File: src/rtl/pps_pkg.sv
// Shared constants and types for the PHY power sequencer.
// Assumes eight controlled lines: four for the link phase (bits 0..3) and
// four for the PHY phase (bits 4..7); bit order is also bring-up order.
package pps_pkg;
    localparam int NUM_STEPS  = 8;
    localparam int STEP_W     = $clog2(NUM_STEPS);
    localparam int NUM_RQ     = 4;

    // Request slots; lower index wins when several are pending.
    localparam int RQ_INIT    = 0;
    localparam int RQ_PWRON   = 1;
    localparam int RQ_PWROFF  = 2;
    localparam int RQ_EXIT    = 3;

    localparam logic [STEP_W-1:0] LINK_FIRST = 3'd0;
    localparam logic [STEP_W-1:0] LINK_LAST  = 3'd3;
    localparam logic [STEP_W-1:0] PHY_FIRST  = 3'd4;
    localparam logic [STEP_W-1:0] PHY_LAST   = 3'd7;
    localparam logic [STEP_W-1:0] VBUS_STEP  = 3'd7;

    typedef enum logic [1:0] {
        PST_IDLE    = 2'd0,
        PST_INIT    = 2'd1,
        PST_POWERED = 2'd2,
        PST_ERROR   = 2'd3
    } pps_status_e;

    typedef enum logic [1:0] {
        S_IDLE = 2'd0,
        S_UP   = 2'd1,
        S_DOWN = 2'd2
    } pps_state_e;
endpackage

File: src/rtl/pps_req_hold.sv
// Request holding register: keeps every request pulse until the sequencer
// clears it. Assumes requests are single-cycle pulses; a pulse and a clear
// of the same slot in one cycle leave the slot empty.
module pps_req_hold #(
    parameter int N = 4
) (
    input  logic         clk,
    input  logic         rst_n,
    input  logic [N-1:0] req_i,
    input  logic [N-1:0] clear_i,
    output logic [N-1:0] pend_o
);
    logic [N-1:0] pend_q;

    // Pending view includes requests arriving in this very cycle.
    assign pend_o = pend_q | req_i;

    // Accumulate new pulses and drop the slots the sequencer consumed.
    always_ff @(posedge clk) begin
        if (!rst_n) pend_q <= '0;
        else        pend_q <= (pend_q | req_i) & ~clear_i;
    end

    // a cleared slot never survives to the next cycle unless re-requested.
    a_r9_clear_takes: assert property (@(posedge clk) disable iff (!rst_n)
        (|(clear_i & ~req_i)) |=> ((pend_q & $past(clear_i & ~req_i)) == '0));
endmodule

File: src/rtl/pps_step_timer.sv
// Step watchdog: counts cycles while a bring-up step waits and flags the
// cycle in which the LIMIT-th edge since the step began will occur.
// Assumes clr_i is high whenever no step is waiting or a step just ended.
module pps_step_timer #(
    parameter int LIMIT = 1000
) (
    input  logic clk,
    input  logic rst_n,
    input  logic clr_i,
    input  logic run_i,
    output logic expired_o
);
    localparam int CW = $clog2(LIMIT + 1);
    localparam logic [CW-1:0] LAST = CW'(LIMIT - 1);

    logic [CW-1:0] cnt_q;

    assign expired_o = run_i && (cnt_q == LAST);

    // Count waiting cycles; restart on every new step.
    always_ff @(posedge clk) begin
        if (!rst_n)     cnt_q <= '0;
        else if (clr_i) cnt_q <= '0;
        else if (run_i) cnt_q <= cnt_q + 1'b1;
    end

    // the counter never runs past the limit while a step waits.
    a_r8_count_bounded: assert property (@(posedge clk) disable iff (!rst_n)
        run_i |-> (cnt_q <= LAST));
endmodule

File: src/rtl/phy_pwr_seq.sv
// PHY power sequencer. Raises the link phase and the PHY phase one line at a
// time, waits for step_ack / step_fail / timeout after each raise, tears down
// in reverse order one line per cycle, and rolls back a phase on failure.
// Assumes step_ack and step_fail refer to the line raised most recently.
module phy_pwr_seq
    import pps_pkg::*;
#(
    parameter int STEP_TIMEOUT = 1000
) (
    input  logic       clk,
    input  logic       rst_n,
    input  logic       init_req,
    input  logic       exit_req,
    input  logic       pwron_req,
    input  logic       pwroff_req,
    input  logic       vbus_present,
    input  logic       step_ack,
    input  logic       step_fail,
    output logic       link_clk_en,
    output logic       aux_clk_en,
    output logic       link_rst_n,
    output logic       aux_rst_n,
    output logic       ext_clk_en,
    output logic       phy_clk_en,
    output logic       phy_rst_n,
    output logic       vbus_en,
    output logic       busy,
    output logic [1:0] status
);
    pps_state_e            state_q;
    logic [STEP_W-1:0]     cur_q, lim_q, nxt;
    logic [1:0]            lvl_q;
    logic                  err_q;
    logic [NUM_STEPS-1:0]  on_q;
    logic [NUM_RQ-1:0]     req_vec, pend, legal, cand, pick, clr_mask;
    logic                  tmo_exp, fail_now, ok_now, t_clr, t_run;

    assign req_vec = {exit_req, pwroff_req, pwron_req, init_req};

    pps_req_hold #(.N(NUM_RQ)) u_hold (
        .clk     (clk),
        .rst_n   (rst_n),
        .req_i   (req_vec),
        .clear_i (clr_mask),
        .pend_o  (pend)
    );

    // Which requests fit the current level (0 none, 1 link up, 2 all up).
    always_comb begin
        legal            = '0;
        legal[RQ_INIT]   = (lvl_q == 2'd0);
        legal[RQ_PWRON]  = (lvl_q == 2'd1);
        legal[RQ_EXIT]   = (lvl_q == 2'd1);
        legal[RQ_PWROFF] = (lvl_q == 2'd2);
    end

    // Pick the lowest-index legal request; drop illegal ones when idle.
    assign cand     = pend & legal;
    assign pick     = (state_q == S_IDLE) ? (cand & (~cand + 1'b1)) : '0;
    assign clr_mask = (state_q == S_IDLE) ? ((pend & ~legal) | pick) : '0;

    assign t_run = (state_q == S_UP);
    assign t_clr = !t_run || step_ack || step_fail;

    pps_step_timer #(.LIMIT(STEP_TIMEOUT)) u_timer (
        .clk       (clk),
        .rst_n     (rst_n),
        .clr_i     (t_clr),
        .run_i     (t_run),
        .expired_o (tmo_exp)
    );

    assign fail_now = step_fail || (tmo_exp && !step_ack);
    assign ok_now   = step_ack && !step_fail;
    assign nxt      = cur_q + 1'b1;

    // Main sequencer: start, advance, fail/rollback and teardown.
    always_ff @(posedge clk) begin
        if (!rst_n) begin
            state_q <= S_IDLE;
            cur_q   <= '0;
            lim_q   <= '0;
            lvl_q   <= 2'd0;
            err_q   <= 1'b0;
            on_q    <= '0;
        end else begin
            case (state_q)
                S_IDLE: begin
                    if (pick[RQ_INIT]) begin
                        state_q           <= S_UP;
                        cur_q             <= LINK_FIRST;
                        lim_q             <= LINK_LAST;
                        on_q[LINK_FIRST]  <= 1'b1;
                        err_q             <= 1'b0;
                    end else if (pick[RQ_PWRON]) begin
                        state_q           <= S_UP;
                        cur_q             <= PHY_FIRST;
                        lim_q             <= PHY_LAST;
                        on_q[PHY_FIRST]   <= 1'b1;
                        err_q             <= 1'b0;
                    end else if (pick[RQ_PWROFF]) begin
                        state_q           <= S_DOWN;
                        cur_q             <= PHY_LAST;
                        lim_q             <= PHY_FIRST;
                        err_q             <= 1'b0;
                    end else if (pick[RQ_EXIT]) begin
                        state_q           <= S_DOWN;
                        cur_q             <= LINK_LAST;
                        lim_q             <= LINK_FIRST;
                        err_q             <= 1'b0;
                    end
                end
                S_UP: begin
                    if (fail_now) begin
                        on_q[cur_q] <= 1'b0;
                        err_q       <= 1'b1;
                        if (cur_q[1:0] == 2'd0) begin
                            state_q <= S_IDLE;
                        end else begin
                            state_q <= S_DOWN;
                            cur_q   <= cur_q - 1'b1;
                            lim_q   <= {cur_q[2], 2'b00};
                        end
                    end else if (ok_now) begin
                        if (cur_q == lim_q || (nxt == VBUS_STEP && !vbus_present)) begin
                            state_q <= S_IDLE;
                            lvl_q   <= lvl_q + 2'd1;
                        end else begin
                            cur_q     <= nxt;
                            on_q[nxt] <= 1'b1;
                        end
                    end
                end
                S_DOWN: begin
                    on_q[cur_q] <= 1'b0;
                    if (cur_q == lim_q) begin
                        state_q <= S_IDLE;
                        if (!err_q) lvl_q <= lvl_q - 2'd1;
                    end else begin
                        cur_q <= cur_q - 1'b1;
                    end
                end
                default: state_q <= S_IDLE;
            endcase
        end
    end

    // Drive the named lines from the step vector.
    assign link_clk_en = on_q[0];
    assign aux_clk_en  = on_q[1];
    assign link_rst_n  = on_q[2];
    assign aux_rst_n   = on_q[3];
    assign ext_clk_en  = on_q[4];
    assign phy_clk_en  = on_q[5];
    assign phy_rst_n   = on_q[6];
    assign vbus_en     = on_q[7];
    assign busy        = (state_q != S_IDLE);
    assign status      = err_q ? PST_ERROR : lvl_q;

    // never more than one controlled line moves per cycle.
    a_r11_one_change: assert property (@(posedge clk) disable iff (!rst_n)
        $countones(on_q ^ $past(on_q)) <= 1);

    // active lines always form a contiguous run from bit 0.
    a_r11_thermo: assert property (@(posedge clk) disable iff (!rst_n)
        (on_q & (on_q + 1'b1)) == '0);

    // while idle across two edges no line moves.
    a_r9_quiet_idle: assert property (@(posedge clk) disable iff (!rst_n)
        (!busy && $past(!busy)) |-> $stable(on_q));

    // bus power only rises when a supply was reported.
    a_r6_vbus_gate: assert property (@(posedge clk) disable iff (!rst_n)
        $rose(on_q[7]) |-> $past(vbus_present));

    // after a rollback settles, a phase is either fully up or fully down.
    a_r7_settled_err: assert property (@(posedge clk) disable iff (!rst_n)
        (!busy && status == PST_ERROR) |-> (on_q == 8'h00 || on_q == 8'h0F));
endmodule

File: config.mk
export PLATFORM = sky130hd
export DESIGN_NAME = phy_pwr_seq
export DESIGN_NICKNAME = d
export VERILOG_FILES = /design/src/rtl/pps_pkg.sv /design/src/rtl/pps_req_hold.sv /design/src/rtl/pps_step_timer.sv /design/src/rtl/phy_pwr_seq.sv
export SDC_FILE = /design/constraint.sdc
export NUM_CORES = 1
export LEC_CHECK = 0
export CAP_MARGIN = 20
export CORE_ASPECT_RATIO = 1.2
export CORE_MARGIN = 2
export CORE_UTILIZATION = 57
export CTS_BUF_LIST = sky130_fd_sc_hd__clkbuf_8 sky130_fd_sc_hd__clkbuf_16
export DETAILED_ROUTE_END_ITERATION = 16
export DONT_BUFFER_PORTS = 1
export PLACE_DENSITY_LB_ADDON = 0.1
export SLEW_MARGIN = 20
export SYNTH_ARGS = -nofsm -noshare
export SYNTH_HDL_FRONTEND = slang
export SYNTH_SLANG_ARGS = --single-unit
export TNS_END_PERCENT = 1
File: constraint.sdc
create_clock -name clk -period 1.8 [get_ports clk]
set_input_delay 0.18 -clock clk [delete_from_list [all_inputs] [get_ports clk]]
set_output_delay 0.18 -clock clk [all_outputs]
set_load 0.05 [all_outputs]
==> impl_metrics.env <==
export IMPL_p_per_area_nw_per_um2=1690
export IMPL_synth_area_leaders="dfxtp_1 (32%), ha_1 (6.9%), nand2_1 (4.9%), o21ai_0 (4.0%), nor2_1 (3.9%)"
export IMPL_post_route_min_period_ps=1970
export IMPL_fin_worst_skew_ps=7.46
export IMPL_seqCellArea_um2=647
export IMPL_layout_nets=302
export IMPL_cp_required_ps=2020
export IMPL_initial_utilization_pct=59.5
export IMPL_dr_pass1_iters=5
export IMPL_crit_path_start="cur_q[0]"
export IMPL_portBuffers=0
export IMPL_grt_start_max_net_pins=33
export IMPL_utilization_pct=73.8
export IMPL_io_pins=20
export IMPL_reg2reg_depth=9
export IMPL_cp_max_fo=3
export IMPL_place_inst=312
export IMPL_slew_headroom_pct=65.8
export IMPL_core_um2=3370
export IMPL_design_area_um2=2480
export IMPL_yosysWarnings=0
export IMPL_timing_rr_start="cur_q[0]"
export IMPL_multi_input_area_um2=1330
export IMPL_worstSetupEndpoint="on_q[4]"
export IMPL_setup_viol=18
export IMPL_power_mw=4.19
export IMPL_fin_ws_ps=-175
export IMPL_max_freq_mhz=506
export IMPL_max_stage_delay_ps=370
export IMPL_synth_seq_area_share_pct=32.0
export IMPL_cap_violations=0
export IMPL_ant_nets=0
export IMPL_synth_area_leader_cell="dfxtp_1"
export IMPL_start_kind="flop"
export IMPL_crit_family="compound AO/OA/AOI/OAI gates"
export IMPL_route_vias_total=1968
export IMPL_postCtsHoldBufs=0
export IMPL_p_leak_nw=1.00
export IMPL_post_drt_wl_per_cell_um=15.9
export IMPL_p_comb_share_pct=62.7
export IMPL_syn_nets=267
export IMPL_insertion_delay_ps=290
export IMPL_synth_top_cells_by_count="dfxtp_1 (32), nand2_1 (26), nor2_1 (21), o21ai_0 (16)"
export IMPL_nFillCells=264
export IMPL_endpoint_kind="flop"
export IMPL_avgSynthCellArea_um2=8.12
export IMPL_synth_edf_count=0
export IMPL_drcViolationCount=0
export IMPL_drive_above_1_share_pct=25.5
export IMPL_rows=23
export IMPL_cp_arrival_ps=2190
export IMPL_ff2ff_setup_slack_ps=-170
export IMPL_finalCritPeriodShare_pct=110
export IMPL_clock_sinks=32
export IMPL_dieArea_um2=4010
export IMPL_status="finished, violations left"
export IMPL_ys_ff_latch=32
export IMPL_clkPwrFrac_pct=14.4
export IMPL_worstSetupPathType="flop to flop"
export IMPL_grt_pass1_wl_mm=8.36
export IMPL_worstReg2RegEnd="on_q[4]"
export IMPL_antenna_found_initial=0
export IMPL_track_usage_pct=27.6
export IMPL_seq_power_share_pct=22.9
export IMPL_rsz0062_at_grt="true"
export IMPL_cts_buffers=5
export IMPL_cts_buffer_depth=2
export IMPL_path_depth=9
export IMPL_hold_path_class="primary input to flop"
export IMPL_ir_drop_mv=1.03
export IMPL_hold_violations=0
export IMPL_crit_slowest_cell="dfxtp_4"
export IMPL_synthCells=247
export IMPL_crit_chain="inv_2, ha_2, nor3b_2, o22ai_2, o211ai_2, buf_4, a311oi_2, o21ai_0, a31oi_1"
export IMPL_cts_reportedPaths_clkPinSlew_ps=70
export IMPL_dpl_cell_area_um2=2300
export IMPL_htreeDepth=2
export IMPL_first_global_vias=1890
export IMPL_violations="negative setup slack"
export IMPL_synth_cell_types=58
export IMPL_dp_hpwl_mm=3.64
export IMPL_p_sw_share_pct=45.8
export IMPL_die_h_um=69.0
export IMPL_syn2layout_area_growth_pct=23.9
export IMPL_switching_power_mw=1.92
export IMPL_vias_per_cell=6.17
export IMPL_tightest_slew_ps=512
export IMPL_stdcell_count=319
export IMPL_synth_ff_type="dfxtp_1"
export IMPL_syn_area_um2=2000
export IMPL_finalMaxSlewViolations=0
export IMPL_yosysMostFrequentCell="dfxtp_1"
export IMPL_num_antenna_cells=0
export IMPL_synth_top_area_share_pct=32.0
export IMPL_drt_wl_total_mm=5.08
export IMPL_drtIter0Drc=150
export IMPL_path_buf_inv=2
export IMPL_grt_overflow_total=0
export IMPL_tritoncts="built"
export IMPL_gp_congestion=0.828
export IMPL_clockRootBuffer="clkbuf_8"
export IMPL_die_w_um=58.1
export IMPL_async_flop_share_pct=0
export IMPL_p_int_mw=2.27
==> worst reg2reg max path: stages, from the launching register on <==
cell and delay [ps]:
dfxtp_4 370, inv_2 40, ha_2 180, nor3b_2 150, o22ai_2 230, o211ai_2 150
buf_4 180, a311oi_2 320, o21ai_0 130, a31oi_1 140
==> timing repair <==
item / in CTS / in global routing
setup buffers: 0 / 0
pin swaps: 6 / 4
resized for setup: 13 / 6
setup endpoints to repair: 20 / 21
==> registers in the layout, indices dropped and copies added (netlist names) <==
| name | cells |
|---|---|
| state_q | 2 |
| lvl_q | 2 |
| cur_q | 3 |
| err_q | 1 |
| on_q | 8 |
| u_hold.pend_q | 4 |
| lim_q | 2 |
| u_timer.cnt_q | 10 |
==> final cells by class <==
class                      instances  share of cell area (%)
tap                               37                    1.86
clock buffer                       7                    3.88
timing repair buffer              40                    12.7
multi-input combinational        191                    53.7
sequential                        32                    26.0
inverter                          12                    1.81
==> per-stage QoR <==
stage | hold WS, ps | setup TNS (ps) | setup WS (ps)
2_1_floorplan | 336 | -662 | -103
3_3_place_gp | 316 | -970 | -96.2
3_5_place_dp | 325 | -1830 | -149
4_1_cts | 16.4 | -1210 | -118
5_1_grt | 16.7 | -3790 | -241
6_report | 23.9 | -1820 | -175
==> power by group through the flow <==
stage	clock [mW]	combinational, mW	sequential, mW
after floorplan	0	1.62	1.04
after global placement	0	2.41	0.962
after detailed placement	0	2.45	0.966
after CTS	0.618	2.56	0.949
after global routing	0.644	2.88	0.972
final	0.603	2.62	0.960
==> metal layers <==
| layer | vias up | global-route usage [%] | share of wire, % |
|---|---|---|---|
| met5 | - | 0 | 0 |
| met4 | 0 | 17.7 | 3.5 |
| met3 | 16 | 8.21 | 5.3 |
| met2 | 60 | 43.9 | 49 |
| met1 | 918 | 32.3 | 42 |
| li1 | 974 | - | - |
==> cell usage in the layout, fill, tap and decap left out, types with 3 or more instances in the layout <==
cell      netlist  routed
or2_2           3       3
nand4_1         8       8
dfxtp_1        32      29
mux2i_1         7       7
a21oi_1         6       6
a32oi_1         4       4
nor3_1          6       6
o22ai_1         4       3
inv_1          11      10
o21ai_0        16      16
clkbuf_8        0       7
or3_1           3       3
a31oi_1         9       8
nand2_1        26      25
buf_4           1      38
nor2_1         21      21
and3_1          6       5
xor2_1          7       7
nand3_1         6       6
o221ai_1        3       3
ha_1           11       8
==> worst min path at each step <==
stage | from | end | slack (ps) | depth (start not counted)
floorplan | init_req | u_hold.pend_q[0] | 340 | 1
detailed placement | rst_n | lim_q[1] | 330 | 1
finish | rst_n | cur_q[0] | 20 | 2
global route | rst_n | u_hold.pend_q[0] | 20 | 1
global placement | rst_n | lim_q[1] | 320 | 1
CTS | rst_n | u_hold.pend_q[0] | 20 | 1
==> cell families (layout without fill, tap and decap cells) <==
| logic type | Yosys count | count (layout) | synth area share (%) |
|---|---|---|---|
| buffers and inverters | 24 | 59 | 5.55 |
| AOI/OAI and AO/OA | 66 | 66 | 22.9 |
| adders and majority gates | 11 | 11 | 6.87 |
| muxes | 7 | 7 | 3.50 |
| DFF | 32 | 32 | 32.0 |
| xor gates and xnor gates | 10 | 10 | 4.74 |
| and+or+nand+nor | 97 | 97 | 24.5 |
No activity file was read; power rests on OpenSTA's default activity.
